===== src/rtl/vadc_pkg.sv =====
package vadc_pkg;
  parameter int unsigned LANE_W = 32;
  parameter int unsigned LANES  = 4;
  parameter int unsigned VEC_W  = LANE_W * LANES;

  typedef struct packed {
    logic sub;
    logic seed_one;
  } vadc_mode_t;
endpackage


===== src/rtl/vadc_lane.sv =====
module vadc_lane #(
  parameter int unsigned W = 32
) (
  input  logic [W-1:0] a,
  input  logic [W-1:0] b,
  input  logic [W-1:0] old,
  input  logic         sub,
  input  logic         en,
  input  logic         cin,
  output logic [W-1:0] res,
  output logic         cout
);
  logic [W:0]   sum;
  logic [W-1:0] b_eff;

  always_comb begin
    b_eff = sub ? ~b : b;
    sum   = {1'b0, a} + {1'b0, b_eff} + {{W{1'b0}}, cin};
    if (en) begin
      res  = sum[W-1:0];
      cout = sum[W];
    end else begin
      res  = old;
      cout = cin;
    end
  end
endmodule


===== src/rtl/vadc_ripple.sv =====
module vadc_ripple #(
  parameter int unsigned LANE_W = 32,
  parameter int unsigned LANES  = 4,
  localparam int unsigned VEC_W = LANE_W * LANES
) (
  input  logic [VEC_W-1:0] a,
  input  logic [VEC_W-1:0] b,
  input  logic [VEC_W-1:0] old,
  input  logic             sub,
  input  logic [LANES-1:0] en,
  input  logic             seed,
  output logic [VEC_W-1:0] res,
  output logic             top_cout
);
  logic [LANES:0] chain;

  assign chain[0] = seed;

  for (genvar k = 0; k < LANES; k++) begin : g_lane
    vadc_lane #(.W(LANE_W)) i_lane (
      .a   (a[k*LANE_W +: LANE_W]),
      .b   (b[k*LANE_W +: LANE_W]),
      .old (old[k*LANE_W +: LANE_W]),
      .sub (sub),
      .en  (en[k]),
      .cin (chain[k]),
      .res (res[k*LANE_W +: LANE_W]),
      .cout(chain[k+1])
    );
  end

  assign top_cout = chain[LANES];
endmodule


===== src/rtl/vadc_chain.sv =====
module vadc_chain
  import vadc_pkg::*;
(
  input  logic             clk,
  input  logic             rst,
  input  logic             req_valid,
  input  logic             op_sub,
  input  logic             seed_one,
  input  logic             flag_in,
  input  logic [LANES-1:0] lane_en,
  input  logic [VEC_W-1:0] src_a,
  input  logic [VEC_W-1:0] src_b,
  input  logic [VEC_W-1:0] dst_old,
  output logic             res_valid,
  output logic [VEC_W-1:0] result,
  output logic             flag_out
);
  vadc_mode_t       mode;
  logic             seed;
  logic [VEC_W-1:0] sum_vec;
  logic             top_cout;
  logic             flag_next;

  assign mode = '{sub: op_sub, seed_one: seed_one};
  assign seed = mode.seed_one ? 1'b1 : flag_in;

  vadc_ripple #(.LANE_W(LANE_W), .LANES(LANES)) i_ripple (
    .a       (src_a),
    .b       (src_b),
    .old     (dst_old),
    .sub     (mode.sub),
    .en      (lane_en),
    .seed    (seed),
    .res     (sum_vec),
    .top_cout(top_cout)
  );

  assign flag_next = lane_en[LANES-1] ? top_cout : flag_in;

  always_ff @(posedge clk) begin
    if (rst) begin
      res_valid <= 1'b0;
      result    <= '0;
      flag_out  <= 1'b0;
    end else begin
      res_valid <= req_valid;
      if (req_valid) begin
        result   <= sum_vec;
        flag_out <= flag_next;
      end
    end
  end

  AST_VALID_FOLLOWS: assert property (@(posedge clk) disable iff (rst)
    req_valid |=> res_valid);
  AST_VALID_DROPS: assert property (@(posedge clk) disable iff (rst)
    !req_valid |=> !res_valid);
  AST_MASKED_LANE0_OLD: assert property (@(posedge clk) disable iff (rst)
    (req_valid && !lane_en[0]) |=> result[LANE_W-1:0] == $past(dst_old[LANE_W-1:0]));
  AST_TOP_MASK_FLAG: assert property (@(posedge clk) disable iff (rst)
    (req_valid && !lane_en[LANES-1]) |=> flag_out == $past(flag_in));
  AST_IDLE_HOLD: assert property (@(posedge clk) disable iff (rst)
    !req_valid |=> ($stable(result) && $stable(flag_out)));
  AST_RESET_CLEAR: assert property (@(posedge clk)
    rst |=> (!res_valid && result == '0 && !flag_out));
endmodule


===== config.mk =====
export PLATFORM = sky130hd
export DESIGN_NAME = vadc_chain
export DESIGN_NICKNAME = d
export VERILOG_FILES = /design/src/rtl/vadc_pkg.sv /design/src/rtl/vadc_lane.sv /design/src/rtl/vadc_ripple.sv /design/src/rtl/vadc_chain.sv
export SDC_FILE = /design/constraint.sdc
export NUM_CORES = 1
export LEC_CHECK = 0
export ABC_AREA = 1
export BUFFER_PORTS_ARGS = -buffer_cell sky130_fd_sc_hd__buf_2
export CAP_MARGIN = 25
export CELL_PAD_IN_SITES_DETAIL_PLACEMENT = 0
export CELL_PAD_IN_SITES_GLOBAL_PLACEMENT = 1
export CORE_AREA = 2 2 236 238
export CTS_CLUSTER_DIAMETER = 100
export CTS_CLUSTER_SIZE = 12
export DETAILED_ROUTE_END_ITERATION = 8
export DIE_AREA = 0 0 238 240
export PLACE_DENSITY_LB_ADDON = 0.1
export SLEW_MARGIN = 30
export SYNTH_ARGS = -nofsm -noshare
export SYNTH_HDL_FRONTEND = slang
export SYNTH_SLANG_ARGS = --single-unit

===== constraint.sdc =====
create_clock -name clk -period 7.05 [get_ports clk]
set_input_delay 0.3525 -clock clk [delete_from_list [all_inputs] [get_ports clk]]
set_output_delay 0.3525 -clock clk [all_outputs]
set_load 0.01 [all_outputs]

==> results of run 1 <==
-- worst min-delay path, stage by stage --
cell     delay [ns]
buf_2          0.10
nand2_1        0.05
a21oi_1        0.06
-- routing by layer --
metal / track usage (%) / vias up
li1: - / 10500
met1: 34.7 / 9199
met2: 41.4 / 490
met3: 4.16 / 84
met4: 8.58 / 12
met5: 0 / -
-- sequential cells by signal, indices dropped and copies added, names as in the netlist --
| register | count |
|---|---|
| flag_out | 1 |
| result | 128 |
| res_valid | 1 |
-- worst paths after layout --
check,startpoint,end,slack (ns),cells past startpoint
setup / recovery,op_sub,result[124]$_SDFFE_PP0P_,0.45,47
hold / removal,dst_old[64],result[64]$_SDFFE_PP0P_,0.12,3
setup reg to reg,result[12]$_SDFFE_PP0P_,result[12]$_SDFFE_PP0P_,6.31,2
hold reg to reg,result[104]$_SDFFE_PP0P_,result[104]$_SDFFE_PP0P_,0.46,2
-- metrics by stage --
stage,setup TNS (ns),cell area (um^2)
after floorplan,0,16700
after global placement,-4.62,20900
after detailed placement,-10.62,20900
after CTS,0,21600
after global routing,-0.275,21700
final,0,21700
-- power breakdown --
| group | internal, mW | total (mW) | switching (mW) |
|---|---|---|---|
| Clock | 0.560 | 0.994 | 0.434 |
| Sequential | 0.803 | 0.840 | 0.0372 |
| Combinational | 0.785 | 2.05 | 1.27 |
-- cell families after synthesis --
family | count (synthesis) | share of synthesized area, %
AOI/OAI and AO/OA | 333 | 10.9
adders and majority gates | 132 | 10.3
and+or+nand+nor | 1670 | 40.6
xor gates and xnor gates | 180 | 9.45
DFF | 130 | 15.6
buffers and inverters | 574 | 13.1
-- cells in the final DEF, fill, tap and decap left out, drive strengths merged, types with 9 or more instances in the layout --
master	n
o211ai	27
nand3	177
o21ai	55
nand2	1117
dfxtp	130
xor2	154
ha	124
diode	9
buf	672
nor3	15
o21bai	10
a21oi	235
inv	492
nand4	12
xnor2	26
nor2	338
clkbuf	18
-- layout make-up --
cell class / instances / area, um^2 / area share (%)
Inverter: 490 / 1850 / 8.50
Timing Repair Buffer: 672 / 3780 / 17.4
Sequential cell: 130 / 2600 / 12.0
Clock inverter: 14 / 179 / 0.824
Antenna cell: 9 / 22.5 / 0.104
Multi-Input combinational cell: 2315 / 12000 / 55.2
Tap cell: 704 / 881 / 4.06
Clock buffer: 18 / 429 / 1.98
-- repair_timing --
item                                    4_1_cts  5_1_grt
buffers inserted                              0        6
gates resized for setup                       2       22
endpoints found under the setup margin        2       30
hold endpoints to repair                      0        0
pin swaps                                     1       11
hold buffers                                  0        0
==> metrics, run 1 <==
final critical delay including setup and external delays=between 6 and 7 ns; effective utilization at floorplan=30.5%; width of the die=238 um; Buffers on Ports=523; Met3 Routed Length=about 3.7 mm; Slowest-stage cell, CP=fa_2; starting DRC count in detailed routing=1070; portion of the post-synthesis area used by sequential elements=about 16%; RSZ-0062 raised after global routing=true; max_slew headroom=between 30% and 40%; final net count=between 4000 and 5000; leading post-synthesis cells by instance count=nand2_1, inv_1, nor2_1; num ports=524; via count of the first global-routing pass=about 20000; run status=finished, final reports clean; antenna violations before repair=16; ys flop type=dfxtp_1; pin count of the biggest net entering global routing=between 100 and 150; area of the die=around 0.057 mm^2; number of distinct library cells after synthesis=39; clock input transition at the sequential cells of the worst setup and hold paths=about 0.07 ns; library cell occupying the most area in the post-synthesis netlist=nand2_1; data required time of the worst path=around 7.4 ns; max-capacitance violation count=0; first drt pass iteration count=5; CP Max Fanout=13; residual overflow from global routing=0; global-route wire length before repair=roughly 110 mm; vias after detailed routing=20300; number of synthesized register bits=130; fin util=39.7%; Avg Cell Area, Syn=approximately 5.5 um^2; placed cell count=around 4300; maximum number of buffers from clock root to sink=2; type of the worst min-delay path=in -> reg; number of DRC violations after detailed routing=0; static leakage=12.7 nW; transition at the pin with the smallest max-transition slack=0.919 ns; highest metal used=met5; worst voltage drop across the vdd grid=roughly 200 uV; clock tree from TritonCTS=yes; number of levels in the clock H-tree=4; wire length on met2=33.6 mm; setup violation total in the final timing report=0; Pwr Density=about 180 mW/mm^2; clock sink count=130; crit path buf inv count=4; CTS buffer count=17; die extent in y=240 um; dominant cells by area after synthesis=nand2_1, dfxtp_1, inv_1, ha_1, xor2_1; type of the setup path with the least slack=in -> reg; kind of cell with the highest combined delay on the critical path=adder cells; Skew-Pair Late Insertion Delay=between 0.4 and 0.5 ns; drt wl/cell=approximately 17 um; wirelength, routed=74.7 mm; number of nets produced by synthesis=3545; final worst-path setup slack=around 0.45 ns; post-synthesis instance area=about 0.017 mm^2; CP Data Arrival Time=~7 ns; Metal-1 WL=35.4 mm; gate count after technology mapping=3019; area share of the largest cell type after synthesis=24.3%; clock root buffer=clkbuf_16; dominant cell type by count on the critical path=nand2_1; Fin. Hold Viols=0; non-filler instance count after layout=between 4000 and 5000; total track usage=around 26%; worst slack at placement=-0.548 ns; Avg Vias per Cell=between 4 and 5; overall power=a little under 4 mW; Core Region=roughly 0.055 mm^2; row count=86; crit-path max cell delay=between 0.4 and 0.5 ns; upper clock frequency limit=~150 MHz; cell with the most instances after synthesis=nand2_1; GP Congestion=approximately 0.9; share of async-settable or async-resettable flops after synthesis=0%; number of fillers in the final layout=6267; element type at the critical path end=register; number of synthesis warnings=0; antenna viol nets, final=0; final worst path period share=just over 90%; Clock Skew=0 ns; fraction of final layout cells with drive strength greater than 1=between 20% and 30%; Hold Worst Slack=0.115 ns; count of flip-flops with a built-in enable after synthesis=0; max-slew violation count=0; CP Launch Type=input port; detailed placer's ending HPWL=62.7 mm; synthesis-to-finish area growth=30.2%
(Power assumes the default switching activity.)
==> run 2, diff against run 1 <==
--- a/config.mk
+++ b/config.mk
@@ -15,6 +15,7 @@
 export CTS_CLUSTER_SIZE = 12
 export DETAILED_ROUTE_END_ITERATION = 8
 export DIE_AREA = 0 0 238 240
+export GPL_TIMING_DRIVEN = 0
 export PLACE_DENSITY_LB_ADDON = 0.1
 export SLEW_MARGIN = 30
 export SYNTH_ARGS = -nofsm -noshare
==> run 2 against run 1 <==
Against the previous run:
- sequential power barely moved
- sequential share of layout area is 0.17 points higher
- design area fell by 1.4%
- largest cell class unchanged
- worst hold slack worse by 0.0034 ns
- utilization shrank 0.55 points
- cell count is 0.92% lower
- setup slack got worse by 0.17 ns
- highest routed layer unchanged
- count of clock-buffer cells in the layout grew 6
==> metrics, run 2 (synthesized netlist as in run 1, its figures left out) <==
largest registers in the final layout=result (128), flag_out (1), res_valid (1) (unchanged); kind of cell with the highest combined delay on the critical path=adder cells (unchanged); type of the setup path with the least slack=in -> reg (unchanged); max-slew violation count=0 (unchanged); run status=finished, final reports clean (unchanged); worst voltage drop across the vdd grid=208 uV (was 200 uV); element type at the critical path end=register (unchanged); placed cell areas=0.0202 mm^2 (was 0.0209 mm^2); num ports=524 (unchanged); clock input transition at the sequential cells of the worst setup and hold paths=0.07 ns (about the same); final critical delay including setup and external delays=6.76 ns (was 6.60 ns); met1 usage in global routing=35.3% (was 34.7%); detailed placer's ending HPWL=67.2 mm (was 62.7 mm); drt wl/cell=18.2 um (was 17.2 um); crit-path max cell delay=0.40 ns (was 0.44 ns); number of levels in the clock H-tree=4 (unchanged); number of DRC violations after detailed routing=0 (unchanged); synthesis-to-finish area growth=28.3% (was 30.2%); static leakage=12.4 nW (was 12.7 nW); antenna viol nets, final=0 (unchanged); wirelength, routed=78.7 mm (was 74.7 mm); crit path buf inv count=5 (was 4); die extent in y=240 um (unchanged); Fin. Hold Viols=0 (unchanged); transition at the pin with the smallest max-transition slack=0.852 ns (was 0.919 ns); first drt pass iteration count=6 (was 5); clock root buffer=clkbuf_16 (unchanged); data required time of the worst path=7.41 ns (was 7.39 ns); overall power=3.78 mW (was 3.88 mW); type of the worst min-delay path=in -> reg (unchanged); fin util=39.2% (was 39.7%); Reg with most FFs=result (unchanged); via count of the first global-routing pass=19700 (was 19800); area of the die=0.0571 mm^2 (unchanged); Skew-Pair Late Insertion Delay=0.48 ns (was 0.49 ns); global-route wire length before repair=115 mm (was 112 mm); multi-input combinational cell area=0.0122 mm^2 (was 0.0120 mm^2); Slowest-stage cell, CP=fa_2 (unchanged); total track usage=26.9% (was 25.7%); final net count=4115 (was 4152); GP Congestion=0.930 (was 0.901); clock tree from TritonCTS=yes (unchanged); max_slew headroom=43.2% (was 38.3%); non-filler instance count after layout=4312 (was 4352); final design area excluding fillers=0.0214 mm^2 (was 0.0217 mm^2); Avg Vias per Cell=4.74 (was 4.66); effective utilization at floorplan=30.5% (unchanged); width of the die=238 um (unchanged); RSZ-0062 raised after global routing=true (unchanged); Top Usage Layer GRT=met2 (unchanged); setup violation total in the final timing report=0 (unchanged); met3 capacity usage during global routing=4.27% (was 4.16%); vias after detailed routing=20400 (was 20300); maximum number of buffers from clock root to sink=2 (unchanged); quantity of hold-fixing buffers added after cts=0 (unchanged); placed cell count=4240 (was 4305); Buffers on Ports=517 (was 523); CTS buffer count=17 (unchanged); Pwr Density=176 mW/mm^2 (was 179 mW/mm^2); row count=86 (unchanged); Sequential cell area=0.00260 mm^2 (unchanged); upper clock frequency limit=148 MHz (was 152 MHz); fraction of final layout cells with drive strength greater than 1=20.7% (was 22.2%); starting DRC count in detailed routing=1258 (was 1070); CP Launch Type=input port (unchanged); max-capacitance violation count=0 (unchanged); Clock Skew=0 ns (unchanged); final worst path period share=96.0% (was 93.6%); routing usage on met2=45.9% (was 41.4%); Core Region=0.0547 mm^2 (unchanged); number of fillers in the final layout=6248 (was 6267); max reg flops=128 (unchanged); clock sink count=130 (unchanged); antenna violations before repair=9 (was 16); CP Data Arrival Time=7.12 ns (was 6.94 ns); most common library cell in the layout ignoring fill and taps=nand2_1 (unchanged); CP Max Fanout=10 (was 13); pin count of the biggest net entering global routing=17 (was 127); residual overflow from global routing=0 (unchanged); commonest non-fill, non-tap cells in the layout=nand2_1, buf_2, inv_1 (unchanged)
==> run 2: final timing paths <==
path / start / end / slack (ns) / depth (start not counted)
setup / recovery: op_sub / result[110]$_SDFFE_PP0P_ / 0.29 / 43
hold / removal: dst_old[97] / result[97]$_SDFFE_PP0P_ / 0.11 / 3
setup reg to reg: result[4]$_SDFFE_PP0P_ / result[4]$_SDFFE_PP0P_ / 6.30 / 2
hold reg to reg: result[109]$_SDFFE_PP0P_ / result[109]$_SDFFE_PP0P_ / 0.46 / 2
==> run 2: layer usage <==
metal	up-vias	routed length (um)
met3	80	4280
met4	6	1620
met2	579	36800
met1	9323	35900
li1	10400	-
met5	-	43
==> run 2: worst min-delay path: cells and delay by family <==
family / cells / cell delay (ns)
buf+inv: 1 / 0.10
compound gates: 1 / 0.06
simple gates: 1 / 0.05
==> run 2: timing repair <==
action / in CTS / in global routing
setup buffers: 26 / 8
endpoints found under the setup margin: 39 / 28
pin swaps: 22 / 19
gates resized for setup: 76 / 19
==> run 2: stage by stage <==
stage	hold WS [ns]	setup slack (ns)	TNS, ns
3_3_place_gp	0.450	-2.95	-86.78
5_1_grt	0.107	-0.0316	-0.0512
2_1_floorplan	0.490	0.00298	0
4_1_cts	0.0778	0.0186	0
3_5_place_dp	0.452	-2.98	-88.16
6_report	0.112	0.285	0
==> run 2: area by class of cell <==
cell class | count | share of cell area (%)
Timing Repair Buffer | 551 | 13.3
Sequential cell | 130 | 12.2
Clock inverter | 8 | 0.479
Antenna cell | 6 | 0.0701
Clock buffer | 24 | 2.25
Tap cell | 704 | 4.11
Buffer | 84 | 2.21
Multi-Input combinational cell | 2315 | 56.9
Inverter | 490 | 8.59
==> run 2: power by group <==
| group | switching (mW) | leakage, nW | internal [mW] |
|---|---|---|---|
| sequential | 0.0396 | 1.07 | 0.803 |
| combinational | 1.27 | 11.1 | 0.720 |
| clock | 0.397 | 0.280 | 0.547 |
| total | 1.71 | 12.4 | 2.07 |
